--- src/rtl/frd_pkg.sv ---
package frd_pkg;
  localparam int unsigned REG_W  = 16;
  localparam int unsigned ADDR_W = 3;

  localparam logic [ADDR_W-1:0] A_CTRL   = 3'd0;
  localparam logic [ADDR_W-1:0] A_STATUS = 3'd1;
  localparam logic [ADDR_W-1:0] A_IRQ    = 3'd2;
  localparam logic [ADDR_W-1:0] A_FRAMES = 3'd3;
  localparam logic [ADDR_W-1:0] A_REPS   = 3'd4;

  // flag bit positions inside the interrupt register
  localparam int unsigned IRQ_STATUS_BIT = 1;
  localparam int unsigned IRQ_STABLE_BIT = 2;
  localparam int unsigned NUM_FLAGS      = 2;

  function automatic logic [REG_W-1:0] count_next(input logic [REG_W-1:0] cur,
                                                   input logic inc);
    return inc ? cur + REG_W'(1) : cur;
  endfunction

  function automatic logic flag_next(input logic cur, input logic set,
                                     input logic clr);
    return set | (cur & ~clr);
  endfunction
endpackage

--- src/rtl/frd_run_ctrl.sv ---
module frd_run_ctrl (
  input  logic clk,
  input  logic rst_n,
  input  logic go_wr,
  input  logic go_val,
  input  logic ctrl_update,
  output logic go_q,
  output logic run_q
);
  always_ff @(posedge clk) begin
    if (!rst_n) begin
      go_q  <= 1'b0;
      run_q <= 1'b0;
    end else begin
      if (go_wr)       go_q  <= go_val;
      if (ctrl_update) run_q <= go_q;
    end
  end
endmodule

--- src/rtl/frd_irq_flags.sv ---
module frd_irq_flags
  import frd_pkg::*;
#(
  parameter int unsigned N = NUM_FLAGS
) (
  input  logic         clk,
  input  logic         rst_n,
  input  logic [N-1:0] set,
  input  logic [N-1:0] clr,
  output logic [N-1:0] flags
);
  for (genvar i = 0; i < N; i++) begin : g_flag
    always_ff @(posedge clk) begin
      if (!rst_n) flags[i] <= 1'b0;
      else        flags[i] <= flag_next(flags[i], set[i], clr[i]);
    end
  end
endmodule

--- src/rtl/frd_event_counter.sv ---
module frd_event_counter
  import frd_pkg::*;
(
  input  logic             clk,
  input  logic             rst_n,
  input  logic             inc,
  output logic [REG_W-1:0] count
);
  always_ff @(posedge clk) begin
    if (!rst_n) count <= '0;
    else        count <= count_next(count, inc);
  end
endmodule

--- src/rtl/frd_input_gate.sv ---
module frd_input_gate #(
  parameter bit DROP_EN = 1'b1
) (
  input  logic running,
  input  logic in_valid,
  output logic in_ready,
  output logic in_drop
);
  if (DROP_EN) begin : g_discard
    assign in_ready = 1'b1;
    assign in_drop  = ~running & in_valid;
  end else begin : g_stall
    assign in_ready = running;
    assign in_drop  = 1'b0;
  end
endmodule

--- src/rtl/frd_ctrl.sv ---
module frd_ctrl
  import frd_pkg::*;
#(
  parameter bit DROP_EN = 1'b1
) (
  input  logic              clk,
  input  logic              rst_n,
  input  logic [ADDR_W-1:0] bus_addr,
  input  logic              bus_wr,
  input  logic [REG_W-1:0]  bus_wdata,
  input  logic              bus_rd,
  output logic [REG_W-1:0]  bus_rdata,
  input  logic              eof_pulse,
  input  logic              eof_repeat,
  input  logic              ev_status,
  input  logic              ev_stable,
  input  logic              ctrl_update,
  input  logic              in_valid,
  output logic              in_ready,
  output logic              in_drop,
  output logic              run_en,
  output logic              stopped,
  output logic              irq
);
  localparam int unsigned NCNT = 2;

  // named internal events, visible to the bound checker
  logic                 go_bit;
  logic                 run_q;
  logic                 wr_ctrl, wr_irq;
  logic [NUM_FLAGS-1:0] flag_set, flag_clr, flags;
  logic                 inc_frame, inc_repeat;
  logic [REG_W-1:0]     frame_cnt, repeat_cnt;
  logic                 unused_wdata;

  assign wr_ctrl    = bus_wr && (bus_addr == A_CTRL);
  assign wr_irq     = bus_wr && (bus_addr == A_IRQ);
  assign inc_frame  = eof_pulse & ~eof_repeat;
  assign inc_repeat = eof_pulse &  eof_repeat;

  assign flag_set = {ev_stable, ev_status};
  assign flag_clr = {wr_irq & bus_wdata[IRQ_STABLE_BIT],
                     wr_irq & bus_wdata[IRQ_STATUS_BIT]};
  assign unused_wdata = ^bus_wdata[REG_W-1:IRQ_STABLE_BIT+1];

  frd_run_ctrl u_run (
    .clk(clk), .rst_n(rst_n), .go_wr(wr_ctrl), .go_val(bus_wdata[0]),
    .ctrl_update(ctrl_update), .go_q(go_bit), .run_q(run_q)
  );

  frd_irq_flags #(.N(NUM_FLAGS)) u_flags (
    .clk(clk), .rst_n(rst_n), .set(flag_set), .clr(flag_clr), .flags(flags)
  );

  logic [NCNT-1:0]  cnt_inc;
  logic [REG_W-1:0] cnt_val [NCNT];
  assign cnt_inc = {inc_repeat, inc_frame};

  for (genvar k = 0; k < NCNT; k++) begin : g_cnt
    frd_event_counter u_cnt (
      .clk(clk), .rst_n(rst_n), .inc(cnt_inc[k]), .count(cnt_val[k])
    );
  end
  assign frame_cnt  = cnt_val[0];
  assign repeat_cnt = cnt_val[1];

  frd_input_gate #(.DROP_EN(DROP_EN)) u_gate (
    .running(run_q), .in_valid(in_valid), .in_ready(in_ready), .in_drop(in_drop)
  );

  assign run_en  = run_q;
  assign stopped = ~run_q;
  assign irq     = |flags;

  always_comb begin
    bus_rdata = '0;
    if (bus_rd) begin
      unique case (bus_addr)
        A_CTRL:   bus_rdata[0] = go_bit;
        A_STATUS: bus_rdata[0] = run_q;
        A_IRQ: begin
          bus_rdata[IRQ_STATUS_BIT] = flags[0];
          bus_rdata[IRQ_STABLE_BIT] = flags[1];
        end
        A_FRAMES: bus_rdata = frame_cnt;
        A_REPS:   bus_rdata = repeat_cnt;
        default:  bus_rdata = '0;
      endcase
    end
  end
endmodule

--- config.mk ---
export PLATFORM = sky130hd
export DESIGN_NAME = frd_ctrl
export DESIGN_NICKNAME = d
export VERILOG_FILES = /design/src/rtl/frd_pkg.sv /design/src/rtl/frd_run_ctrl.sv /design/src/rtl/frd_irq_flags.sv /design/src/rtl/frd_event_counter.sv /design/src/rtl/frd_input_gate.sv /design/src/rtl/frd_ctrl.sv
export SDC_FILE = /design/constraint.sdc
export NUM_CORES = 1
export LEC_CHECK = 0
export ABC_AREA = 1
export BUFFER_PORTS_ARGS = -buffer_cell sky130_fd_sc_hd__buf_4
export CAP_MARGIN = 20
export CELL_PAD_IN_SITES_DETAIL_PLACEMENT = 2
export CELL_PAD_IN_SITES_GLOBAL_PLACEMENT = 2
export CORE_ASPECT_RATIO = 1.25
export CORE_MARGIN = 3
export CORE_UTILIZATION = 28
export CTS_CLUSTER_DIAMETER = 40
export DETAILED_ROUTE_END_ITERATION = 7
export MAX_ROUTING_LAYER = met4
export PLACE_DENSITY = 0.83
export REMOVE_ABC_BUFFERS = 1
export SYNTH_ARGS = -nofsm -noshare
export SYNTH_HDL_FRONTEND = slang
export SYNTH_SLANG_ARGS = --single-unit
--- constraint.sdc ---
create_clock -name clk -period 1.6 [get_ports clk]
set_input_delay 0.08 -clock clk [delete_from_list [all_inputs] [get_ports clk]]
set_output_delay 0.08 -clock clk [all_outputs]
set_load 0.01 [all_outputs]
==> flow_summary.toml, run 1 <==
[outcome]
status = "finished clean"

[drt]
drt_iter0_markers = 49
met1_length_mm = 3.02
avgRoutedWirePerCell_um = 15.4
drc = 0
routed_wl_mm = 7.12
via_per_inst = 4.98
wl_met3_um = 126
drt_pass1_iterations = 4
antenna_left = 0
highest_layer = "met4"
vias = 2307
wl_met2_mm = 3.88

[floorplan]
io_pins = 50
die_y_um = 103
die_x_um = 83.4
start_util = 0.295
rows = 34
die_area_sq_um = 8570
core_sq_um = 7100

[synth]
ys_seq_elements = 36
avgSynthCellArea_sq_um = 6.30
synthCells = 333
synth_compound_area_frac = 0.145
ys_seq_area_frac = 0.343
synth_mux_area_frac = 0
synth_simple_gate_area_frac = 0.367
post-synth-top-count-cell = "inv_1"
netlist_top_cells_count = "inv_1, nor2_1, nand2_1"
synth_top_area_frac = 0.343
synthFlopType = "dfxtp_1"
yosysTopAreaCell = "dfxtp_1"
synth_warnings = 0
synth_cell_type_count = 26
ys_top_cells_by_area = "dfxtp_1, inv_1, nor2_1, nand2_1, a21oi_1"
synth-edff-count = 0
yosys.area_share.xor_xnor = 0.00835
synthArstFlopShare = 0
yosys.area_share.adder = 0.0119
synth_area_sq_um = 2100
synth_top_family_by_area = "simple AND/OR/NAND/NOR gates"

[clocking]
cts_tree = "built"
clockRootBuffer = "clkbuf_8"
clk_pin_slew_ns = 0.08
h-tree-depth = 2
clock_latency_ns = 0.29
cts_resized = 0
cts_buffer_depth = 2
cts_buffers = 5
cts.sink_count = 36

[layout]
fillers = 903
diodes = 0
stdcell_count = 463
drive_gt1_frac = 0.147
area_growth_pct = 22.1
nNetsFinal = 403

[power]
p_leak_nw = 1.02
peakVddDrop_uv = 250
p_per_area_nw_per_um2 = 682

[sta]
fin_crit_sh = 0.905
tns_ns = 0
finalHoldViolCount = 0
setup_viol = 0
rsz0062_at_grt = "false"
finalMaxSlewViolations = 0
max_clock_freq_mhz = 691
finalCriticalPeriod_ns = 1.45
finClkSkew_ns = 0.00558

[global_route]
grt.overflow.total = 0
antenna_found_initial = 0
grt_pass1_vias = 2492
grtUsageTotal = 0.181
grt_max_degree = 17
grt_pass1_wl_mm = 12.1

[critical_path]
max_stage_delay_ns = 0.42
cp_slowest_cell = "dfxtp_1"
setup.worst_path.end_class = "flip-flop"
cp_common_cell = "nand2_1"
arrival_ns = 1.68
r2r_start = "g_cnt[0].u_cnt.count[0]"
worst-setup-path-type = "flip-flop to flip-flop"
r2r_cells = 7
reg2reg_slack_ns = 0.15
crit_chain = "ha_1 > nand3_1 > nor3_4 > nand2_1 > nand2_1 > nand2_1 > nor2_1"
crit_required_ns = 1.83
r2r_end = "g_cnt[0].u_cnt.count[10]"
cp-start-kind = "flip-flop"
path_max_fanout = 6

[place]
dpl.hpwl_mm = 5.70
gp_congestion = 0.748
placed_cells = 452
portBuffers = 35

[hold_path]
min_path_type = "primary input to flip-flop"
min-delay-start = "bus_wdata[0]"
holdPathStages = 3
holdPathEnd = "u_run.go_q"

[run]
drv_cap = 0
==> flip-flops by register name (all words and copies together) (netlist names) <==
signal             count
g_cnt.u_cnt.count     32
u_flags.flags          2
u_run.go_q             1
u_run.run_q            1
==> placed cells by master (no fill, tap or decap), drive strengths merged, types with 11 or more instances in the layout <==
master	instances
nand3	30
nand2	57
a21oi	30
o21ai	15
dfxtp	36
buf	37
nor2	59
nand4	11
inv	56
==> per-stage QoR <==
stage | instance area [sq um] | power (mW) | hold slack [ns] | utilization | setup slack, ns
4_1_cts | 2560 | 1.78 | 0.0728 | 0.361 | 0.148
5_1_grt | 2560 | 1.84 | 0.0992 | 0.361 | 0.0113
3_5_place_dp | 2440 | 1.11 | 0.276 | 0.344 | 0.161
3_3_place_gp | 2440 | 1.11 | 0.271 | 0.344 | 0.223
2_1_floorplan | 2050 | 1.02 | 0.173 | - | 0.369
6_report | 2560 | 1.75 | 0.0760 | 0.361 | 0.152
==> power by group <==
| group | total [mW] | switching (mW) | internal [mW] |
|---|---|---|---|
| clock | 0.650 | 0.346 | 0.303 |
| combinational | 0.177 | 0.108 | 0.0696 |
| sequential | 0.921 | 0.0119 | 0.909 |
| total | 1.75 | 0.466 | 1.28 |
==> layer usage <==
metal  GRT usage  up-vias
met5           -        -
met4      0.0421        0
met3      0.0264        8
met2       0.345       19
met1       0.199     1126
li1            -     1154
==> worst max path at each step <==
| stage | from | endpoint | cells after the start |
|---|---|---|---|
| 5_1_grt | g_cnt[0].u_cnt.count[0] | g_cnt[0].u_cnt.count[14] | 7 |
| 3_5_place_dp | g_cnt[0].u_cnt.count[0] | g_cnt[0].u_cnt.count[14] | 7 |
| 4_1_cts | g_cnt[0].u_cnt.count[0] | g_cnt[0].u_cnt.count[14] | 7 |
| 6_report | g_cnt[0].u_cnt.count[0] | g_cnt[0].u_cnt.count[10] | 7 |
| 3_3_place_gp | g_cnt[0].u_cnt.count[0] | g_cnt[0].u_cnt.count[14] | 6 |
| 2_1_floorplan | g_cnt[0].u_cnt.count[0] | g_cnt[0].u_cnt.count[14] | 6 |
==> cell type report <==
cell class,count,area [sq um],share of cell area
multi-input combinational,232,1120,0.437
clock inverter,3,18.8,0.00732
timing repair buffer,40,308,0.120
tap,90,113,0.0439
sequential,36,721,0.281
inverter,57,214,0.0835
clock buffer,5,68.8,0.0269
==> critical path, delay by kind of cell, from the launching register on <==
| kind | cells | cell delay, ns |
|---|---|---|
| fa+ha+maj | 1 | 0.22 |
| simple gates | 6 | 0.76 |
| flops | 1 | 0.42 |
==> what timing repair did <==
item,CTS,global route
hold endpoints to repair,3,0
hold buffers,3,0
buffers inserted,0,0
==> cell families after synthesis <==
group | Yosys count
other | 1
adders and majority gates | 2
buffers and inverters | 65
AOI/OAI and AO/OA | 57
xor gates and xnor gates | 2
and+or+nand+nor | 170
DFF | 36
(Power assumes the default switching activity.)
==> inputs of run 2 (changes only) <==
- BUFFER_PORTS_ARGS: -buffer_cell sky130_fd_sc_hd__buf_4 -> -buffer_cell sky130_fd_sc_hd__buf_2
- PLACE_DENSITY: 0.83 -> not set
- PLACE_DENSITY_LB_ADDON: not set -> 0.25
==> run 2 against run 1 <==
Compared with the run above:
- utilization shrank 1.1 points
- worst hold slack worse by 0.072 ns
- combinational power is 8% lower
- critical endpoint is now g_cnt[1].u_cnt.count[8]
- clock power is 3% lower
==> flow_summary.toml, run 2 (synthesized netlist as in run 1, its figures left out) <==
[sta]
fin_crit_sh = 0.889
finClkSkew_ns = 0.00321
tns_ns = 0
finalHoldViolCount = 0
max_clock_freq_mhz = 703
finalCriticalPeriod_ns = 1.42
finalMaxSlewViolations = 0
fin_hold_ws_ns = 0.00374
setup_viol = 0
rsz0062_at_grt = "false"
slew_headroom = 0.664
tightest_slew_ns = 0.504

[run]
drv_cap = 0

[drt]
via_per_inst = 4.88
avgRoutedWirePerCell_um = 15.0
drt_iter0_markers = 76
routed_wl_mm = 6.99
drt_pass1_iterations = 4
drc = 0
antenna_left = 0
vias = 2271

[critical_path]
cp_top_family = "simple AND/OR/NAND/NOR gates"
crit_required_ns = 1.79
setup.worst_path.end_class = "flip-flop"
crit_path_start = "g_cnt[1].u_cnt.count[1]"
timing.critical_path.buf_inv = 1
worst-setup-path-type = "flip-flop to flip-flop"
cp-start-kind = "flip-flop"
max_stage_delay_ns = 0.35
cp_common_cell = "nand2_1"
crit_chain = "ha_1 > inv_1 > nor2_1 > nand2_1 > nor3_1 > nand2_1 > nand2_1 > nor2_1"
r2r_start = "g_cnt[1].u_cnt.count[1]"
arrival_ns = 1.62
cp_slowest_cell = "dfxtp_1"
path_max_fanout = 3

[floorplan]
die_x_um = 83.4
rows = 34
die_y_um = 103
core_sq_um = 7100
io_pins = 50
die_area_sq_um = 8570
start_util = 0.295

[place]
portBuffers = 35
dpl.hpwl_mm = 5.49
placed_cell_area_sq_um = 2370
gp_congestion = 0.853

[clocking]
cts_buffer_depth = 2
clockRootBuffer = "clkbuf_8"
clk_pin_slew_ns = 0.07
clock_latency_ns = 0.29
h-tree-depth = 2
cts.sink_count = 36
cts_buffers = 5
cts_tree = "built"

[layout]
seq_area_sq_um = 722
largest_reg_flops = 32
drive_gt1_frac = 0.160
multi_input_area_sq_um = 1120
area_growth_pct = 18.5
nNetsFinal = 406
final_common_cell = "inv_1"
fillers = 901
diodes = 0
fin_area_sq_um = 2490
largest_register = "g_cnt.u_cnt.count"
reg_top3 = "g_cnt.u_cnt.count x32, u_flags.flags x2"
final_cell_mix = "inv_1, nor2_1, nand2_1"

[global_route]
grtUsageTotal = 0.174
antenna_found_initial = 0
grt_pass1_wl_mm = 11.6
grt.overflow.total = 0
grt_pass1_vias = 2377
grt_max_degree = 17

[power]
p_leak_nw = 1.01
peakVddDrop_uv = 308
p_per_area_nw_per_um2 = 690
p_total_mw = 1.72

[hold_path]
min-delay-start = "ev_stable"
min_path_type = "primary input to flip-flop"

[outcome]
status = "finished clean"
## run 2: cell type report
type | instances | share of cell area
clock buffer | 6 | 0.0292
timing repair buffer | 43 | 0.0956
multi-input combinational | 232 | 0.451
inverter | 57 | 0.0861
tap | 90 | 0.0453
clock inverter | 1 | 0.00201
sequential | 36 | 0.290
## run 2: worst register-to-register path, cell delays in order, from the launching register on
cell and delay [ns]:
dfxtp_1 0.35, ha_1 0.18, inv_1 0.07, nor2_1 0.18, nand2_1 0.14, nor3_1 0.22, nand2_1 0.08, nand2_1 0.06
nor2_1 0.03
## run 2: metal layers
metal | global-route usage | part of all wire
met1 | 0.197 | 0.44
met2 | 0.327 | 0.54
met3 | 0.0240 | 0.017
met4 | 0.0371 | 0.0080
met5 | - | 0
## run 2: worst paths after layout
kind                        endpoint  depth (start not counted)  slack, ns
max reg2reg  g_cnt[1].u_cnt.count[8]                          8       0.18
min                 u_flags.flags[1]                          3      0.004
max          g_cnt[1].u_cnt.count[8]                          8       0.18
min reg2reg  g_cnt[0].u_cnt.count[3]                          1       0.48
## run 2: power by group
part	leakage (nW)	internal, mW	total (mW)	switching [mW]
Combinational	0.681	0.0550	0.162	0.107
Sequential	0.292	0.910	0.922	0.0120
Clock	0.0410	0.296	0.633	0.337
## run 2: timing repair
action                                 in CTS  in global routing
setup endpoints to repair                   0                  3
gates resized for setup                     0                  2
setup buffers                               0                  3
hold buffers                                1                  0
endpoints found under the hold margin       1                  0
## run 2: stage by stage
step                cells  worst slack, ns   util
finish                465            0.177  0.350
global route          465           0.0176  0.350
CTS                   462           0.0814  0.346
detailed placement    454            0.132  0.334
global placement      454            0.212  0.334
floorplan             325            0.369      -
==> inputs of run 3 (changes only) <==
- ABC_AREA: 1 -> not set
- CORE_UTILIZATION: 28 -> 31
==> run 3 against run 2 <==
Compared with the run above:
- clock skew up 0.0011 ns
- combinational power down 26%
- synthesized cell count down 32%
- first-iteration DRC count down 32%
- sequential share of layout area up 0.15 points
==> flow_summary.toml, run 3 <==
[layout]
diodes = 0
nNetsFinal = 305
largest_register = "g_cnt.u_cnt.count"
final_cell_mix = "buf_2, dfxtp_1, and2_1"
fin_area_sq_um = 2480
area_growth_pct = 23.0
reg_top3 = "g_cnt.u_cnt.count x32, u_flags.flags x2"
stdcell_count = 359
fillers = 760
largest_reg_flops = 32
final_common_cell = "buf_2"
drive_gt1_frac = 0.274

[place]
gp_congestion = 0.731
portBuffers = 35
dpl.hpwl_mm = 4.19
dp_slack_ns = 0.0520
placed_cell_area_sq_um = 2370
placed_cells = 351

[sta]
setup_viol = 0
fin_hold_ws_ns = 0.0240
tightest_slew_ns = 0.531
fin_crit_sh = 0.930
finalMaxSlewViolations = 0
finalCriticalPeriod_ns = 1.49
max_clock_freq_mhz = 672
finalHoldViolCount = 0
slew_headroom = 0.646
finClkSkew_ns = 0.00434
worst_slack_ns = 0.113

[power]
power_switching_uw = 418
p_per_area_nw_per_um2 = 712
p_clk_frac = 0.411
pwr-share-comb = 0.068
peakVddDrop_uv = 316
pwr-share-seq = 0.521
internal-power_mw = 1.35
p_sw_frac = 0.237
p_leak_nw = 1.01

[clocking]
clockRootBuffer = "clkbuf_8"
hold_buffers = 0
cts.sink_count = 36
cts_buffers = 5
cts_tree = "built"
clock_latency_ns = 0.29
h-tree-depth = 2
clk_pin_slew_ns = 0.08
cts_buffer_depth = 2

[drt]
vias = 1784
antenna_left = 0
via_per_inst = 4.97
drt_iter0_markers = 52
drt_pass1_iterations = 4
drc = 0
avgRoutedWirePerCell_um = 15.5
routed_wl_mm = 5.55

[critical_path]
setup.worst_path.end_class = "flip-flop"
worst-setup-path-type = "flip-flop to flip-flop"
r2r_cells = 4
cp-start-kind = "flip-flop"
crit_required_ns = 1.82
arrival_ns = 1.71
path_max_fanout = 7

[global_route]
antenna_found_initial = 0
grt_max_degree = 38
grt.overflow.total = 0
grtUsageTotal = 0.165
grt_pass1_wl_mm = 9.47
grt_pass1_vias = 1981

[synth]
synth_top_area_frac = 0.358
synthFlopType = "dfxtp_1"
post-synth-top-count-cell = "dfxtp_1"
synthCells = 225
synth_cell_type_count = 41
avgSynthCellArea_sq_um = 8.95
synthArstFlopShare = 0
synth_area_sq_um = 2010
yosysTopAreaCell = "dfxtp_1"
synth-edff-count = 0
ys_seq_elements = 36
ys_seq_area_frac = 0.358
netlist_top_cells_count = "dfxtp_1, and2_1, xnor2_1"
synth_warnings = 0
ys_top_cells_by_area = "dfxtp_1, xnor2_1, and2_1, nor2b_1, a22oi_1"

[run]
drv_cap = 0

[outcome]
status = "finished clean"

[floorplan]
die_area_sq_um = 7510
die_x_um = 78.1
core_sq_um = 6250
die_y_um = 96.1
rows = 32
start_util = 0.323
io_pins = 50

[hold_path]
min_path_type = "primary input to flip-flop"
holdPathStages = 3
-- run 3: changes by cell type after synthesis, sizes merged, moves of 7 or more --
| cell | change |
|---|---|
| a21boi | +7 |
| a21oi | -28 |
| a22oi | +13 |
| and2 | +27 |
| inv | -53 |
| mux2i | +8 |
| nand2 | -40 |
| nand3 | -22 |
| nor2 | -58 |
| nor2b | +19 |
| nor3 | -7 |
| o21ai | -9 |
| o22ai | -10 |
| xnor2 | +22 |
-- run 3: critical path, cell delays in order, from the launching register on --
cell and delay (ns):
dfxtp_1 0.40, and4_4 0.28, nand2_4 0.09, or4_1 0.51, a21boi_1 0.14
-- run 3: final timing paths --
check	from	endpoint	slack, ns
worst max-delay path	g_cnt[1].u_cnt.count[0]	g_cnt[1].u_cnt.count[13]	0.11
worst min-delay path	ev_status	u_flags.flags[0]	0.02
worst max register to register	g_cnt[1].u_cnt.count[0]	g_cnt[1].u_cnt.count[13]	0.11
worst min register to register	g_cnt[0].u_cnt.count[15]	g_cnt[0].u_cnt.count[15]	0.48
-- run 3: cell families after synthesis --
kind of cell    count (synthesis)  synth area share
simple gates                  108             0.343
flops                          36             0.358
buf+inv                        16            0.0391
compound gates                 31             0.106
mux                             8            0.0398
xor+xnor                       23             0.100
fa+ha+maj                       2            0.0124
other cells                     1           0.00186
-- run 3: timing repair --
item / in CTS / in global routing
buffers inserted: 0 / 1
resized for setup: 0 / 4
hold endpoints to repair: 0 / 0
setup endpoints to repair: 0 / 3
-- run 3: area by class of cell --
| type | instances | area [sq um] | share of cell area |
|---|---|---|---|
| Multi-Input combinational cell | 173 | 1210 | 0.490 |
| Sequential cell | 36 | 723 | 0.292 |
| Timing Repair Buffer | 55 | 325 | 0.131 |
| Tap cell | 85 | 106 | 0.0429 |
| Clock buffer | 7 | 96.3 | 0.0389 |
| Inverter | 3 | 11.3 | 0.00455 |
-- run 3: metrics by stage --
step           TNS (ns)   util  total power, mW
3_3_place_gp          0  0.380             1.06
6_report              0  0.397             1.76
3_5_place_dp          0  0.380             1.06
5_1_grt         -0.0166  0.397             1.85
2_1_floorplan         0      -            0.993
4_1_cts               0  0.395             1.79
-- run 3: routing by layer --
layer | GRT usage | part of all wire | vias to the layer above | wire, um
met5 | - | 0 | - | 0
met4 | 0.0481 | 0.012 | 0 | 68
met3 | 0.0243 | 0.034 | 7 | 188
met2 | 0.326 | 0.55 | 36 | 3070
met1 | 0.168 | 0.40 | 867 | 2210
li1 | - | - | 874 | -
-- run 3: power by group through the flow --
| stage | logic (mW) | clock network [mW] | registers, mW |
|---|---|---|---|
| final | 0.120 | 0.725 | 0.920 |
| after global routing | 0.135 | 0.789 | 0.922 |
| after CTS | 0.123 | 0.752 | 0.919 |
| after detailed placement | 0.122 | 0 | 0.940 |
| after global placement | 0.118 | 0 | 0.939 |
| after floorplan | 0.0571 | 0 | 0.935 |
